`src/rtl/vagg_pkg.sv`:
```
package vagg_pkg;
  localparam int unsigned GW         = 32;  // sources per bank
  localparam int unsigned MAX_GROUPS = 8;
  localparam int unsigned EN_WORD    = 8;   // word index of first mask word (0x20)
  localparam int unsigned TOP_WORD   = 16;  // first unmapped word (0x40)
  typedef logic [GW-1:0] bank_word_t;
endpackage

```
`src/rtl/vagg_sync_edge.sv`:
```
module vagg_sync_edge #(
  parameter int unsigned N = 32
) (
  input  logic         clk,
  input  logic         rst_n,
  input  logic [N-1:0] async_in,
  output logic [N-1:0] rise
);
  logic [N-1:0] meta_q, stab_q, last_q;

  always_ff @(posedge clk or negedge rst_n) begin
    if (!rst_n) begin
      meta_q <= '0;
      stab_q <= '0;
      last_q <= '0;
    end else begin
      meta_q <= async_in;
      stab_q <= meta_q;
      last_q <= stab_q;
    end
  end

  assign rise = stab_q & ~last_q;

  AST_RISE_SINGLE: assert property (@(posedge clk) disable iff (!rst_n)
    (|rise) |=> ((rise & $past(rise)) == '0));
endmodule

```
`src/rtl/vagg_group.sv`:
```
module vagg_group
  import vagg_pkg::*;
(
  input  logic       clk,
  input  logic       rst_n,
  input  bank_word_t rise,
  input  logic       pend_we,
  input  logic       en_we,
  input  bank_word_t wdata,
  output bank_word_t pend_q,
  output bank_word_t en_q,
  output logic       irq
);
  bank_word_t pend_d, en_d, set_v, clr_v;

  always_comb begin
    set_v  = rise & en_q;
    clr_v  = pend_we ? wdata : '0;
    pend_d = (pend_q & ~clr_v) | set_v;
    en_d   = en_we ? wdata : en_q;
  end

  always_ff @(posedge clk or negedge rst_n) begin
    if (!rst_n) pend_q <= '0;
    else        pend_q <= pend_d;
  end

  always_ff @(posedge clk or negedge rst_n) begin
    if (!rst_n)     en_q <= '0;
    else if (en_we) en_q <= en_d;
  end

  assign irq = |(pend_q & en_q);

  AST_SET_WINS: assert property (@(posedge clk) disable iff (!rst_n)
    (|set_v) |=> ((pend_q & $past(set_v)) == $past(set_v)));
  AST_ACK_CLEARS: assert property (@(posedge clk) disable iff (!rst_n)
    pend_we |=> ((pend_q & $past(wdata & ~set_v)) == '0));
  AST_MASKED_DROP: assert property (@(posedge clk) disable iff (!rst_n)
    1'b1 |=> ((pend_q & ~$past(pend_q) & ~$past(en_q)) == '0));
endmodule

```
`src/rtl/vec_agg_ctrl.sv`:
```
module vec_agg_ctrl
  import vagg_pkg::*;
#(
  parameter int unsigned GROUPS = 8,
  parameter int unsigned AW     = 8
) (
  input  logic                 clk,
  input  logic                 rst_n,
  input  logic [GROUPS*GW-1:0] vec_in,
  input  logic                 reg_sel,
  input  logic                 reg_wr,
  input  logic [AW-1:0]        reg_addr,
  input  logic [31:0]          reg_wdata,
  output logic [31:0]          reg_rdata,
  output logic [GROUPS-1:0]    irq_out
);
  localparam int unsigned NV = GROUPS * GW;
  localparam int unsigned WW = AW - 2;

  logic rst_m_q, rst_s_q;
  always_ff @(posedge clk or negedge rst_n) begin
    if (!rst_n) begin
      rst_m_q <= 1'b0;
      rst_s_q <= 1'b0;
    end else begin
      rst_m_q <= 1'b1;
      rst_s_q <= rst_m_q;
    end
  end

  logic [NV-1:0] rise_all;
  vagg_sync_edge #(.N(NV)) u_sync (
    .clk(clk), .rst_n(rst_s_q), .async_in(vec_in), .rise(rise_all)
  );

  logic [WW-1:0] word;
  logic          aligned;
  assign word    = reg_addr[AW-1:2];
  assign aligned = (reg_addr[1:0] == 2'b00);

  bank_word_t pend_arr [GROUPS];
  bank_word_t en_arr   [GROUPS];

  for (genvar g = 0; g < GROUPS; g++) begin : g_bank
    logic pw, ew;
    assign pw = reg_sel & reg_wr & aligned & (word == WW'(g));
    assign ew = reg_sel & reg_wr & aligned & (word == WW'(EN_WORD + g));
    vagg_group u_grp (
      .clk(clk), .rst_n(rst_s_q),
      .rise(rise_all[g*GW +: GW]),
      .pend_we(pw), .en_we(ew), .wdata(reg_wdata),
      .pend_q(pend_arr[g]), .en_q(en_arr[g]), .irq(irq_out[g])
    );
  end

  always_comb begin
    reg_rdata = '0;
    if (reg_sel && !reg_wr && aligned) begin
      for (int g = 0; g < GROUPS; g++) begin
        if (word == WW'(g))           reg_rdata = pend_arr[g];
        if (word == WW'(EN_WORD + g)) reg_rdata = en_arr[g];
      end
    end
  end

  AST_UNMAPPED_ZERO: assert property (@(posedge clk) disable iff (!rst_s_q)
    (reg_sel && !reg_wr && (int'(word) >= TOP_WORD)) |-> (reg_rdata == '0));
  AST_IDLE_ZERO: assert property (@(posedge clk) disable iff (!rst_s_q)
    (!reg_sel) |-> (reg_rdata == '0));
  AST_PARAM_RANGE: assert property (@(posedge clk)
    (GROUPS >= 1) && (GROUPS <= MAX_GROUPS) && (AW >= 7));
endmodule

```
`config.mk`:
```
export PLATFORM = sky130hd
export DESIGN_NAME = vec_agg_ctrl
export DESIGN_NICKNAME = d
export VERILOG_FILES = /design/src/rtl/vagg_pkg.sv /design/src/rtl/vagg_sync_edge.sv /design/src/rtl/vagg_group.sv /design/src/rtl/vec_agg_ctrl.sv
export SDC_FILE = /design/constraint.sdc
export NUM_CORES = 2
export LEC_CHECK = 0
export BUFFER_PORTS_ARGS = -buffer_cell sky130_fd_sc_hd__clkbuf_2
export CAP_MARGIN = 30
export CORE_UTILIZATION = 35
export CTS_CLUSTER_SIZE = 20
export DETAILED_ROUTE_END_ITERATION = 8
export SYNTH_ARGS = -nofsm -noshare
export SYNTH_HDL_FRONTEND = slang
export SYNTH_HIERARCHICAL = 1
export SYNTH_SLANG_ARGS = --single-unit
```
`constraint.sdc`:
```
create_clock -name clk -period 60.4 [get_ports clk]
set_input_delay 12.08 -clock clk [delete_from_list [all_inputs] [get_ports clk]]
set_output_delay 12.08 -clock clk [all_outputs]
set_load 0.005 [all_outputs]
```
Word level (Yosys, flattened, before mapping)
Cells that the tools add are included.

Bits in registers: 1282. Input port bits: 300. Output and inout port bits: 40. Logic and storage cells: 134.

Equal/unequal tests: 15. Mux-type cells: 25. Bitwise logic cells: 60. Reductions and logical operators: 13.

Operators with widths (count): 2-to-1 mux 32 bit (25); bitwise AND 32 bit (24); bitwise AND 256 bit (1); NOT 256 bit (1); NOT 32 bit (8); OR 32 bit (8); OR reduction 32 bit (8); == test 6 x 4 -> 1 bit (second input constant) (8); == test 6 x 3 -> 1 bit (second input constant) (4); bitwise AND 1 bit (18); == test 6 x 2 -> 1 bit (second input constant) (2); == test 6 x 1 -> 1 bit (second input constant) (1); logical NOT 6 bit (1); logical AND 1 bit (2); logical NOT 2 bit (1); logical NOT 1 bit (1).

Logic depth before layout (Yosys ltp)
Depth in word-level cells: 18. Mapped depth: 10. Gate-level depth less buffers: 6.

By module
The synthesis kept the hierarchy.

By module, submodules not included: vagg_sync_edge (instances 1, cells each 1024, area each 22741.8 sq um); vagg_group (instances 8, cells each 188, area each 2556.2 sq um); vec_agg_ctrl (instances 1, cells each 668, area each 4291.6 sq um).

Worst setup path before layout
Ideal clock, no wire load.

Path kind: input to output. From: in reg_addr[2]. To: out reg_rdata[5]. Arrival: 13.711 ns. Required time: 48.320 ns. Slack: 34.609 ns. Cell stages on the path: 8. Buffers on the path: 2. Path through: buf_6 or4_4 buf_6 nor2_8 o2bb2ai_2 a221oi_2 o311a_1 o32ai_2.

Word-level cells in the longest chain between the ends: 18. Elaborated cells between the ends (all ways): 33.

RTL lines: start: declaration (line vec_agg_ctrl.sv:12) `input logic [AW-1:0] reg_addr,`; logical NOT 6 bit (line vec_agg_ctrl.sv:60) `if (word == WW'(g)) reg_rdata = pend_arr[g];`; 2-to-1 mux 32 bit (line vec_agg_ctrl.sv:60); 2-to-1 mux 32 bit (line vec_agg_ctrl.sv:61) `if (word == WW'(EN_WORD + g)) reg_rdata = en_arr[g];`; 2-to-1 mux 32 bit (line vec_agg_ctrl.sv:60); 2-to-1 mux 32 bit (line vec_agg_ctrl.sv:61); 2-to-1 mux 32 bit (line vec_agg_ctrl.sv:60); 2-to-1 mux 32 bit (line vec_agg_ctrl.sv:61); 2-to-1 mux 32 bit (line vec_agg_ctrl.sv:60); (+2 left out); 2-to-1 mux 32 bit (line vec_agg_ctrl.sv:61); 2-to-1 mux 32 bit (line vec_agg_ctrl.sv:60); 2-to-1 mux 32 bit (line vec_agg_ctrl.sv:61); 2-to-1 mux 32 bit (line vec_agg_ctrl.sv:60); 2-to-1 mux 32 bit (line vec_agg_ctrl.sv:61); 2-to-1 mux 32 bit (line vec_agg_ctrl.sv:60); 2-to-1 mux 32 bit * (line vec_agg_ctrl.sv:61); 2-to-1 mux 32 bit * (line vec_agg_ctrl.sv:58) `if (reg_sel && !reg_wr && aligned) begin`; end: declaration (line vec_agg_ctrl.sv:14) `output logic [31:0] reg_rdata,`.

Every way passes the cells marked *; elsewhere a longest branch is shown, timed or not.

Worst setup path after layout
From: in reg_addr[2]. To: out reg_rdata[6].

The elaborated chain is that of the path after synthesis.

==> impl_metrics.tcl <==
set metrics [dict create \
    status "finished clean" \
    period_minus_slack_ns 27.88 \
    cts_setup_buffers 0 \
    grt.total_usage_pct 21.42 \
    via_per_inst 5.338 \
    worstSetupEndpointType "output pin" \
    synth_area_um2 47480 \
    worstPathRequired_ns 48.32 \
    power_mw 1.965 \
    gp_congestion 0.9500 \
    start_util_pct 35.45 \
    post-dp-hpwl_mm 103.3 \
    fin_ws_ns 32.52 \
    min-delay-start "u_sync/meta_q[199]$_DFF_PN0_" \
    drive_gt1_share_pct 30.11 \
    final_util_pct 41.93 \
    path_cells "clkbuf_2, buf_4, or4b_1, nor2_4, a222oi_1, o21ai_0, nor3_1, nor4_1, clkbuf_2" \
    skew_ns 0.02990 \
    clk_latency_ns 0.77 \
    critPathArrivalTime_ns 15.80 \
    setup_viol 0 \
    fin_nets 3903 \
    max_freq_mhz 35.86 \
    grt_pass1_vias 29620 \
    cts_root_buffer "clkbuf_16" \
    dr.pass1.iters 6 \
    worstReg2RegStart "rst_s_q$_DFF_PN0_" \
    grt_pass1_wl_mm 212.5 \
    rsz0062_at_grt "no" \
    syn_avg_cell_area_um2 14.86 \
    hold_slack_ns 0.3429 \
    io_pins 340 \
    slew_violations 0 \
    synthesis.nets 3496 \
    cpMaxStageDelayCell "nor4_1" \
    final_cell_mix "dfrtp_1, clkbuf_2, nand2_1" \
    n_fill_cell 12140 \
    ys_ff_latch 1282 \
    postSynth.asyncResetShare_pct 100.0 \
    mostFrequentLayoutCell "dfrtp_1" \
    portBuffers 339 \
    post-place-ws_ns 32.65 \
    routed_wl_mm 145.8 \
    tritoncts "done" \
    drt_iter0_markers 2991 \
    slowest_delay_ns 0.80 \
    clkSinkCount 1282 \
    critPathBufInv 3 \
    hold_violations 0 \
    critical_path.most_common_cell "clkbuf_2" \
    ctsResizeCount 0 \
    setup_tns_ns 0 \
    slew_headroom_pct 30.66 \
    synth-main-ff-cell "dfrtp_1" \
    crit_path_max_fanout 46 \
    drcViolationCount 0 \
    antenna_found_initial 11 \
    synth_edf_count 0 \
    drv_cap 0 \
    rows 134 \
    die_w_um 370.3 \
    finalCritPeriodShare_pct 46.17 \
    worst_slew_pin_slew_ns 1.038 \
    grt_max_degree 181 \
    area_delta_synth_final_pct 18.29 \
    path_clk_slew_ns 0.06 \
    critPathKind "primary input to output pin" \
    startpoint_type "primary input" \
    crit_family "simple AND/OR/NAND/NOR gates" \
    peakVddDrop_v 0.00002487 \
    core_um2 134000 \
    drtAntennaViolNets 0 \
    die_h_um 370.3 \
    vias 29200 \
    htreeDepth 4 \
    synth.distinct_cells 69 \
    ys_seq_area_share_pct 67.56 \
    ctsHoldBuffers 0 \
    hold_path_class "flip-flop to flip-flop" \
    cts_buffers 139 \
    routedWlPerCell_um 26.65 \
    yosysWarnings 6 \
    worstSetupStartpoint "reg_addr[2]" \
    power.density_nw_per_um2 34.99 \
    dieArea_um2 137100 \
    netlist_instances 3196 \
    clk_path_buf_depth 3 \
    grt-ovfl-total 0 \
    p_leak_nw 25.86 \
]
synthesized netlist by cell type (9+ instances only):
library cell	n	share of area [%]
mux2i_1	14	0.30
buf_2	47	0.50
o2bb2ai_1	10	0.18
nor2_1	73	0.58
mux2_1	88	2.1
a221oi_1	20	0.37
o21ai_0	36	0.38
a31oi_1	10	0.13
nor3_1	20	0.21
nand2_1	320	2.5
nor2b_4	256	7.4
a22oi_1	176	2.8
nand4_1	48	0.63
a21oi_1	46	0.48
o21ai_1	10	0.11
o221ai_1	17	0.31
a22o_1	259	4.8
a22oi_2	16	0.42
clkbuf_1	61	0.48
o22ai_1	35	0.46
nand3_1	16	0.17
or4_1	9	0.14
mux2_2	174	4.1
dfrtp_1	1282	68
a222oi_1	14	0.30
layer usage:
| metal | part of all wire [%] | global-route usage (%) |
|---|---|---|
| met5 | 0.035 | 0 |
| met2 | 47 | 34.04 |
| met3 | 6.8 | 3.832 |
| met4 | 2.7 | 6.612 |
| met1 | 43 | 29.75 |
area by class of cell:
type / instances / area [µm²] / area share (%)
clock inverters: 53 / 735.7 / 1.310
clock buffers: 185 / 3986 / 7.097
diodes: 2 / 5.005 / 0.008911
inverters: 1 / 3.754 / 0.006683
repair buffers: 387 / 2205 / 3.925
flip-flops and latches: 1282 / 32080 / 57.12
multi-input cells: 1792 / 14930 / 26.59
well taps: 1768 / 2212 / 3.939
through the flow:
stage          instance area, µm²  std cells
5_1_grt                     56160       5468
4_1_cts                     56030       5462
6_report                    56170       5470
3_5_place_dp                51310       5224
3_3_place_gp                51260       5221
2_1_floorplan               47480       3196
registers in the layout (all words and copies together) (netlist names):
name and flops:
u_sync/last_q 256, g_bank.u_grp/pend_q 256, rst_m_q 1, g_bank.u_grp/en_q 256, rst_s_q 1, u_sync/stab_q 256, u_sync/meta_q 256
kinds of logic after synthesis:
group	share of synthesized area (%)
buffers and inverters	1.183
AND/OR/NAND/NOR	12.60
AO/OA/AOI/OAI	12.00
multiplexers	6.651
flip-flops	67.56
other	0.007898
worst paths after layout:
| kind | end | slack, ns | cells past startpoint |
|---|---|---|---|
| setup / recovery | reg_rdata[6] | 32.52 | 9 |
| hold / removal | u_sync/stab_q[199]$_DFF_PN0_ | 0.34 | 0 |
| setup reg to reg | u_sync/last_q[78]$_DFF_PN0_ | 56.47 | 4 |
| hold reg to reg | u_sync/stab_q[199]$_DFF_PN0_ | 0.34 | 0 |
| max in group asynchronous | rst_s_q$_DFF_PN0_ | 49.21 | 1 |
| min in group asynchronous | u_sync/stab_q[228]$_DFF_PN0_ | 0.41 | 0 |
where the power goes:
group | leakage [nW] | switching [mW] | total [mW] | internal [mW]
clock | 2.33 | 0.353 | 0.874 | 0.521
combinational | 7.57 | 0.0591 | 0.113 | 0.0539
sequential | 16.0 | 0.0590 | 0.978 | 0.919
(Power assumes the default switching activity.)
